==> config.mk <==
export PLATFORM = sky130hd
export DESIGN_NAME = period_meter_bank
export DESIGN_NICKNAME = d
export VERILOG_FILES = /design/src/rtl/pmb_pkg.sv /design/src/rtl/pmb_frame_timer.sv /design/src/rtl/pmb_channel.sv /design/src/rtl/pmb_host_port.sv /design/src/rtl/period_meter_bank.sv
export SDC_FILE = /design/constraint.sdc
export NUM_CORES = 2
export LEC_CHECK = 0
export BUFFER_PORTS_ARGS = -buffer_cell sky130_fd_sc_hd__buf_2
export CORE_MARGIN = 2
export CORE_UTILIZATION = 44
export CTS_CLUSTER_SIZE = 24
export DETAILED_ROUTE_END_ITERATION = 7
export HOLD_SLACK_MARGIN = 0.15
export PLACE_DENSITY = 0.61
export SYNTH_ARGS = -nofsm -noshare
export SYNTH_HDL_FRONTEND = slang
export SYNTH_HIERARCHICAL = 1
export SYNTH_SLANG_ARGS = --single-unit
==> constraint.sdc <==
create_clock -name clk -period 5.4 [get_ports clk]
set_input_delay 0.81 -clock clk [delete_from_list [all_inputs] [get_ports clk]]
set_output_delay 0.81 -clock clk [all_outputs]
set_load 0.03 [all_outputs]
==> src/rtl/pmb_pkg.sv <==
package pmb_pkg;
    typedef enum logic {CH_ARM = 1'b0, CH_RUN = 1'b1} ch_state_e;
    typedef enum logic {FZ_OPEN = 1'b0, FZ_HELD = 1'b1} fz_state_e;
    localparam int HOST_W = 16;
endpackage

==> src/rtl/pmb_frame_timer.sv <==
module pmb_frame_timer #(
    parameter int FRAME_TICKS = 50_000_000
) (
    input  logic clk,
    input  logic rst_n,
    output logic frame_tick
);
    localparam int W = (FRAME_TICKS > 2) ? $clog2(FRAME_TICKS) : 1;
    localparam logic [W-1:0] LAST = W'(FRAME_TICKS - 1);

    logic [W-1:0] cnt_q;

    assign frame_tick = (cnt_q == LAST);

    always_ff @(posedge clk) begin
        if (!rst_n)          cnt_q <= '0;
        else if (frame_tick) cnt_q <= '0;
        else                 cnt_q <= cnt_q + 1'b1;
    end

    AST_FRAME_RESTART: assert property (@(posedge clk) disable iff (!rst_n)
        frame_tick |=> (cnt_q == '0 && !frame_tick));
endmodule

==> src/rtl/pmb_channel.sv <==
module pmb_channel import pmb_pkg::*; #(
    parameter int CNT_W     = 32,
    parameter int EXP_W     = 3,
    parameter int FLOOR     = 10000,
    parameter int CEIL_LOG2 = 24
) (
    input  logic             clk,
    input  logic             rst_n,
    input  logic             tach_in,
    input  logic             frame_tick,
    output logic [CNT_W-1:0] rep_count,
    output logic [EXP_W-1:0] rep_exp,
    output logic             rep_stopped
);
    localparam int PRE_W = (1 << EXP_W) - 1;
    localparam logic [EXP_W-1:0] EXP_MAX   = '1;
    localparam logic [CNT_W:0]   CEIL_VAL  = (CNT_W+1)'(1) << CEIL_LOG2;
    localparam logic [CNT_W:0]   FLOOR_VAL = (CNT_W+1)'(FLOOR);
    localparam logic [CNT_W-1:0] CNT_SAT   = '1;

    logic [2:0]       sync_q;
    logic             rise;
    ch_state_e        st_q, st_d;
    logic [CNT_W-1:0] tick_q, meas, last_cnt_q;
    logic [PRE_W-1:0] pre_q, pre_last;
    logic [EXP_W-1:0] exp_q, exp_adapt, last_exp_q;
    logic             got_q, done_now, stop_now, too_short, too_long;

    assign rise      = sync_q[1] & ~sync_q[2];
    assign meas      = (tick_q == CNT_SAT) ? CNT_SAT : tick_q + 1'b1;
    assign done_now  = (st_q == CH_RUN) && rise && (pre_q == pre_last);
    assign stop_now  = frame_tick && !got_q;
    assign too_short = ({1'b0, meas} < FLOOR_VAL);
    assign too_long  = ({1'b0, meas} > CEIL_VAL);

    always_comb begin
        for (int i = 0; i < PRE_W; i++) pre_last[i] = (i < int'(exp_q));
    end

    always_comb begin
        exp_adapt = exp_q;
        if (too_short && exp_q != EXP_MAX)  exp_adapt = exp_q + 1'b1;
        else if (too_long && exp_q != '0)   exp_adapt = exp_q - 1'b1;
    end

    // state machine: next state
    always_comb begin
        st_d = st_q;
        if (stop_now) st_d = CH_ARM;
        else begin
            unique case (st_q)
                CH_ARM: if (rise) st_d = CH_RUN;
                CH_RUN: st_d = CH_RUN;
            endcase
        end
    end

    // state register
    always_ff @(posedge clk) begin
        if (!rst_n) st_q <= CH_ARM;
        else        st_q <= st_d;
    end

    // datapath and reports
    always_ff @(posedge clk) begin
        if (!rst_n) begin
            sync_q      <= '0;
            tick_q      <= '0;
            pre_q       <= '0;
            exp_q       <= '0;
            last_cnt_q  <= '0;
            last_exp_q  <= '0;
            got_q       <= 1'b0;
            rep_count   <= '0;
            rep_exp     <= '0;
            rep_stopped <= 1'b0;
        end else begin
            sync_q <= {sync_q[1:0], tach_in};
            if (stop_now) begin
                tick_q <= '0;
                pre_q  <= '0;
                exp_q  <= '0;
            end else if (st_q == CH_ARM) begin
                tick_q <= '0;
                pre_q  <= '0;
            end else if (done_now) begin
                last_cnt_q <= meas;
                last_exp_q <= exp_q;
                exp_q      <= exp_adapt;
                tick_q     <= '0;
                pre_q      <= '0;
            end else begin
                tick_q <= meas;
                if (rise) pre_q <= pre_q + 1'b1;
            end

            if (frame_tick) got_q <= got_q & done_now;
            else if (done_now) got_q <= 1'b1;

            if (frame_tick) begin
                rep_count   <= got_q ? last_cnt_q : '0;
                rep_exp     <= got_q ? last_exp_q : '0;
                rep_stopped <= !got_q;
            end
        end
    end

    AST_EXP_ONE_STEP: assert property (@(posedge clk) disable iff (!rst_n)
        (exp_q != $past(exp_q)) |-> (exp_q == $past(exp_q) + 1'b1 || exp_q == $past(exp_q) - 1'b1 || exp_q == '0));
    AST_RAISE_ON_FLOOR: assert property (@(posedge clk) disable iff (!rst_n)
        (done_now && !frame_tick && too_short && exp_q != EXP_MAX) |=> (exp_q == $past(exp_q) + 1'b1));
    AST_LOWER_ON_CEIL: assert property (@(posedge clk) disable iff (!rst_n)
        (done_now && !frame_tick && too_long && exp_q != '0) |=> (exp_q == $past(exp_q) - 1'b1));
    AST_STOP_ZERO: assert property (@(posedge clk) disable iff (!rst_n)
        rep_stopped |-> (rep_count == '0 && rep_exp == '0));
    AST_PRESCALE_BOUND: assert property (@(posedge clk) disable iff (!rst_n)
        (st_q == CH_RUN) |-> (pre_q <= pre_last));
endmodule

==> src/rtl/pmb_host_port.sv <==
module pmb_host_port import pmb_pkg::*; #(
    parameter int NCH    = 8,
    parameter int CNT_W  = 32,
    parameter int EXP_W  = 3,
    parameter int ADDR_W = 6
) (
    input  logic              clk,
    input  logic              rst_n,
    input  logic              frame_tick,
    input  logic [CNT_W-1:0]  rep_count   [NCH],
    input  logic [EXP_W-1:0]  rep_exp     [NCH],
    input  logic              rep_stopped [NCH],
    input  logic              rd_en,
    input  logic [ADDR_W-1:0] rd_addr,
    output logic [HOST_W-1:0] rd_data,
    output logic              rd_valid
);
    localparam int CW    = (CNT_W + HOST_W - 1) / HOST_W;
    localparam int PAD_W = CW * HOST_W;
    localparam int BLK_W = ADDR_W - 2;

    logic              frame_done_q, bank_valid_q;
    logic [BLK_W-1:0]  blk;
    logic [1:0]        word;
    logic              hit_first [NCH];
    logic              hit_last  [NCH];
    fz_state_e         fz_q [NCH];
    logic [CNT_W-1:0]  shadow_q [NCH];
    logic [HOST_W-1:0] data_d;

    assign blk  = rd_addr[ADDR_W-1:2];
    assign word = rd_addr[1:0];

    for (genvar c = 0; c < NCH; c++) begin : g_chan
        fz_state_e fz_d;
        assign hit_first[c] = rd_en && (blk == BLK_W'(c + 1)) && (word == 2'd0);
        assign hit_last[c]  = rd_en && (blk == BLK_W'(c + 1)) && (word == 2'(CW));

        always_comb begin
            fz_d = fz_q[c];
            unique case (fz_q[c])
                FZ_OPEN: if (hit_first[c]) fz_d = FZ_HELD;
                FZ_HELD: if (hit_last[c] && !hit_first[c]) fz_d = FZ_OPEN;
            endcase
        end

        always_ff @(posedge clk) begin
            if (!rst_n) fz_q[c] <= FZ_OPEN;
            else        fz_q[c] <= fz_d;
        end

        always_ff @(posedge clk) begin
            if (!rst_n) shadow_q[c] <= '0;
            else if (fz_q[c] == FZ_OPEN || hit_first[c]) shadow_q[c] <= rep_count[c];
        end

        AST_FROZEN_STABLE: assert property (@(posedge clk) disable iff (!rst_n)
            (fz_q[c] == FZ_HELD && !hit_first[c]) |=> $stable(shadow_q[c]));
    end

    always_comb begin
        logic [PAD_W-1:0] pad;
        data_d = '0;
        pad    = '0;
        if (rd_addr == '0) data_d = {{(HOST_W-1){1'b0}}, frame_done_q};
        for (int c = 0; c < NCH; c++) begin
            if (blk == BLK_W'(c + 1)) begin
                pad = PAD_W'(shadow_q[c]);
                if (word == 2'd0)
                    data_d = {bank_valid_q, rep_stopped[c], {(HOST_W-2-EXP_W){1'b0}}, rep_exp[c]};
                for (int k = 1; k <= CW; k++)
                    if (word == 2'(k)) data_d = pad[HOST_W*(k-1) +: HOST_W];
            end
        end
    end

    always_ff @(posedge clk) begin
        if (!rst_n) begin
            frame_done_q <= 1'b0;
            bank_valid_q <= 1'b0;
            rd_data      <= '0;
            rd_valid     <= 1'b0;
        end else begin
            if (frame_tick)                      frame_done_q <= 1'b1;
            else if (rd_en && rd_addr == '0)     frame_done_q <= 1'b0;
            if (frame_tick) bank_valid_q <= 1'b1;
            rd_valid <= rd_en;
            if (rd_en) rd_data <= data_d;
        end
    end

    AST_DONE_CLEARED: assert property (@(posedge clk) disable iff (!rst_n)
        (rd_en && rd_addr == '0 && !frame_tick) |=> !frame_done_q);
    AST_DONE_SET: assert property (@(posedge clk) disable iff (!rst_n)
        frame_tick |=> (frame_done_q && bank_valid_q));
endmodule

==> src/rtl/period_meter_bank.sv <==
module period_meter_bank #(
    parameter int NCH         = 8,
    parameter int CNT_W       = 32,
    parameter int EXP_W       = 3,
    parameter int FLOOR       = 10000,
    parameter int CEIL_LOG2   = 24,
    parameter int FRAME_TICKS = 50_000_000,
    localparam int ADDR_W     = $clog2(4 * (NCH + 1))
) (
    input  logic              clk,
    input  logic              rst_n,
    input  logic [NCH-1:0]    tach_in,
    input  logic              rd_en,
    input  logic [ADDR_W-1:0] rd_addr,
    output logic [15:0]       rd_data,
    output logic              rd_valid
);
    logic             frame_tick;
    logic [CNT_W-1:0] rep_count   [NCH];
    logic [EXP_W-1:0] rep_exp     [NCH];
    logic             rep_stopped [NCH];

    pmb_frame_timer #(.FRAME_TICKS(FRAME_TICKS)) u_timer (
        .clk        (clk),
        .rst_n      (rst_n),
        .frame_tick (frame_tick)
    );

    for (genvar c = 0; c < NCH; c++) begin : g_ch
        pmb_channel #(
            .CNT_W     (CNT_W),
            .EXP_W     (EXP_W),
            .FLOOR     (FLOOR),
            .CEIL_LOG2 (CEIL_LOG2)
        ) u_ch (
            .clk         (clk),
            .rst_n       (rst_n),
            .tach_in     (tach_in[c]),
            .frame_tick  (frame_tick),
            .rep_count   (rep_count[c]),
            .rep_exp     (rep_exp[c]),
            .rep_stopped (rep_stopped[c])
        );
    end

    pmb_host_port #(
        .NCH    (NCH),
        .CNT_W  (CNT_W),
        .EXP_W  (EXP_W),
        .ADDR_W (ADDR_W)
    ) u_host (
        .clk         (clk),
        .rst_n       (rst_n),
        .frame_tick  (frame_tick),
        .rep_count   (rep_count),
        .rep_exp     (rep_exp),
        .rep_stopped (rep_stopped),
        .rd_en       (rd_en),
        .rd_addr     (rd_addr),
        .rd_data     (rd_data),
        .rd_valid    (rd_valid)
    );
endmodule

==> flow_summary.ini <==
[layout]
fillCellCount = 12700
fin_cells = 8159
syn2layout_area_growth_pct = 9.88
fin_nets = 6336
drive_above_1_share_pct = 8.27

[routing]
ant_nets = 0
drc = 0
wl_per_cell_um = 19.0
via_per_inst = 5.67
first_pass_iters = 8
drt_iter0_drc = 3909
wl_mm = 155
via_count = 46300

[die]
rows = 135
die_h_um = 373
io-pin-count = 34
start_util_pct = 44.3
dieArea_um2 = 139000
core_um2 = 135000
fp.dieW_um = 373

[clock_network]
cts_resized = 0
cts_buffers = 141
path_clk_slew_ns = 0.06
htreeDepth = 4
cts_tree = done
cts_hold_buf = 0
clockBufferDepth = 3
insertion_delay_ns = 0.77
postCtsSetupBuffers = 0
root_buffer = clkbuf_16
cts.sinks = 1253

[logic_synthesis]
synth_edf_count = 256
synth_top_cell_area_share_pct = 33.3
async_reset_ff_share_pct = 0
yosysWarnings = 6
synth.area.top_cells = dfxtp_1, edfxtp_1, nor2b_1
synth_nets = 6526
synth-seq-cells = 1253
synth_area_leader_cell = dfxtp_1
synth.most_common_cell = dfxtp_1
ys_types = 93
synthCells = 6452
syn-mean-instance-area_um2 = 9.29
yosys.area_share.simple_pct = 28.1
syn-cell-area_um2 = 59900
synthXorXnorAreaFrac_pct = 3.20
synth_compound_area_share_pct = 16.5
yosysSeqAreaShare_pct = 46.1
synthTopCellsByCount = dfxtp_1, nand2_1, nor2_1, nor2b_1, and2_1
synth_flop_cell = dfxtp_1
synth_top_family_by_area = simple AND/OR/NAND/NOR gates
synthMuxAreaShare_pct = 1.29
synth-adder-area-share_pct = 1.32

[grt]
grt_pass1_vias = 43600
grt-ovfl-total = 0
grt_max_degree = 190
grt_pass1_wl_mm = 246
grtUsageTotal_pct = 21.7
antenna_found_initial = 7

[placed_design]
port_buffers = 33
routabilityCongestion = 0.894
hpwl_mm = 106
dp_cells = 7900

[timing]
fin_setup_tns_ns = 0
fin_crit_sh_pct = 72.1
slew_viol_final = 0
setup_viol = 0
hold_viol_final = 0
fmax_mhz = 257
timing.hold.ws_ns = 0.244
min_period_ns = 3.90
relSlewSlack_pct = 24.7
rsz0062_at_grt = false
fin_skew_ns = 0.0254
worst_pin_slew_ns = 1.12

[worst_setup_path]
cp.required_ns = 6.09
cp-end-kind = register
worst-path-buf-inv = 0
crit_type = register to register
crit_top_cell = nand4_1
cp_slowest_cell = or3_1
crit_path_max_incr_delay_ns = 0.75
cp_data_arrival_time_ns = 4.58
worstSetupStartpoint = g_ch[7].u_ch/tick_q[0]
cp_top_family = simple AND/OR/NAND/NOR gates
critPathLaunchType = register
regToRegStartpoint = g_ch[7].u_ch/tick_q[0]
crit_chain = ha_1 -> nand4_1 -> or4_1 -> or3_1 -> o211ai_1 -> nand4_1 -> and4_1 -> nor4b_1 -> nand3_1 -> a31oi_1
worstPathMaxFanout = 20

[pwr]
p_leak_nw = 25.3
powerDensity_nw_per_um2 = 301
ir_drop_mv = 0.319

[worst_hold_path]
worstHoldStart = tach_in[1]
min_path_type = input pin to register

[run]
cap_viol_max_count = 0

[status]
status = finished, final reports clean
[path summary, 6_finish.rpt]
| check | endpoint | slack [ns] | cells past startpoint |
|---|---|---|---|
| worst max register to register | g_ch[7].u_ch/exp_q[2] | 1.50 | 10 |
| worst min-delay path | g_ch[1].u_ch/sync_q[0] | 0.24 | 2 |
| worst min register to register | g_ch[3].u_ch/sync_q[1] | 0.43 | 1 |
| worst max-delay path | g_ch[7].u_ch/exp_q[2] | 1.50 | 10 |
[logic make-up after synthesis]
| family | count (synthesis) |
|---|---|
| multiplexers | 76 |
| adder cells (fa/ha/maj) | 65 |
| AO/OA/AOI/OAI | 1386 |
| buffers and inverters | 487 |
| XOR/XNOR | 219 |
| flip-flops | 1253 |
| AND/OR/NAND/NOR | 2966 |
[flip-flops by register name (all words and copies together) (netlist names)]
signal	flops
g_ch.u_ch/last_cnt_q	256
u_host/rd_data	16
u_host/bank_valid_q	1
g_ch.u_ch/rep_exp	24
g_ch.u_ch/got_q	8
u_host/shadow_q	256
g_ch.u_ch/tick_q	256
g_ch.u_ch/exp_q	24
g_ch.u_ch/sync_q	24
g_ch.u_ch/rep_count	256
g_ch.u_ch/pre_q	56
g_ch.u_ch/last_exp_q	24
g_ch.u_ch/st_q	8
u_host/rd_valid	1
g_ch.u_ch/rep_stopped	8
u_timer/cnt_q	26
u_host/fz_q	8
u_host/frame_done_q	1
[stage by stage]
step           total power, W  setup slack (ns)  area [um^2]  util [%]
5_1_grt                0.0205              1.18        65800      48.7
2_1_floorplan          0.0101              2.26        59900         -
4_1_cts                0.0201              1.48        65800      48.7
3_3_place_gp           0.0102              1.49        61100      45.2
6_report               0.0199              1.50        65900      48.7
3_5_place_dp           0.0102              1.52        61100      45.2
[worst register-to-register path, delay by kind of cell (launching register included)]
kind / cells / cell delay (ns)
AND/OR/NAND/NOR: 7 / 2.61
flip-flops: 1 / 0.46
AO/OA/AOI/OAI: 2 / 0.43
adder cells (fa/ha/maj): 1 / 0.31
[cells in the final DEF (no fill, tap or decap), types with 21 or more instances in the layout]
cell	netlist	routed
o21ai_0	161	161
nand3_1	293	293
or3_1	24	24
edfxtp_1	256	256
a31o_2	21	21
nor2b_1	389	387
nor2_1	501	501
nor3_2	28	28
nand4_1	129	129
a21boi_0	227	227
a21oi_1	341	334
o211ai_1	45	45
nand2_1	547	547
inv_1	69	69
and4_1	78	78
mux2i_1	73	73
dfxtp_1	997	997
a22o_1	31	31
o211a_1	161	161
nand2b_1	165	165
clkbuf_1	294	33
a211oi_1	29	29
xnor2_1	124	124
a31oi_1	70	70
o21a_1	32	32
ha_1	57	57
nand4_4	21	21
xor2_1	95	95
a22oi_1	30	30
and2_1	370	370
nor3_1	68	68
clkbuf_16	0	144
buf_4	29	49
buf_2	72	30
or4_1	45	45
nor4_1	63	62
a2111oi_2	21	21
and3_1	87	87
or2_2	31	31
[power by group]
part | internal (W) | switching, W
clock network | 0.00585 | 0.00396
logic | 0.000144 | 0.000309
registers | 0.00955 | 0.0000363
[layout make-up]
| type | count | area [um^2] | share of cell area, % |
|---|---|---|---|
| antenna | 4 | 10.0 | 0.0152 |
| clock buffer | 195 | 3980 | 6.04 |
| clock inverter | 60 | 776 | 1.18 |
| inverter | 69 | 259 | 0.393 |
| multi-input combinational | 4712 | 30300 | 46.1 |
| sequential | 1253 | 27600 | 42.0 |
| tap | 1781 | 2230 | 3.38 |
| timing repair buffer | 85 | 624 | 0.948 |
[routing by layer]
| metal | vias up | GRT usage [%] | routed length (um) |
|---|---|---|---|
| met4 | 6 | 5.78 | 3070 |
| met1 | 22300 | 29.8 | 71200 |
| li1 | 22700 | - | - |
| met2 | 1068 | 34.3 | 70500 |
| met5 | - | 0 | 39 |
| met3 | 200 | 4.87 | 10500 |
(Power assumes the default switching activity.)
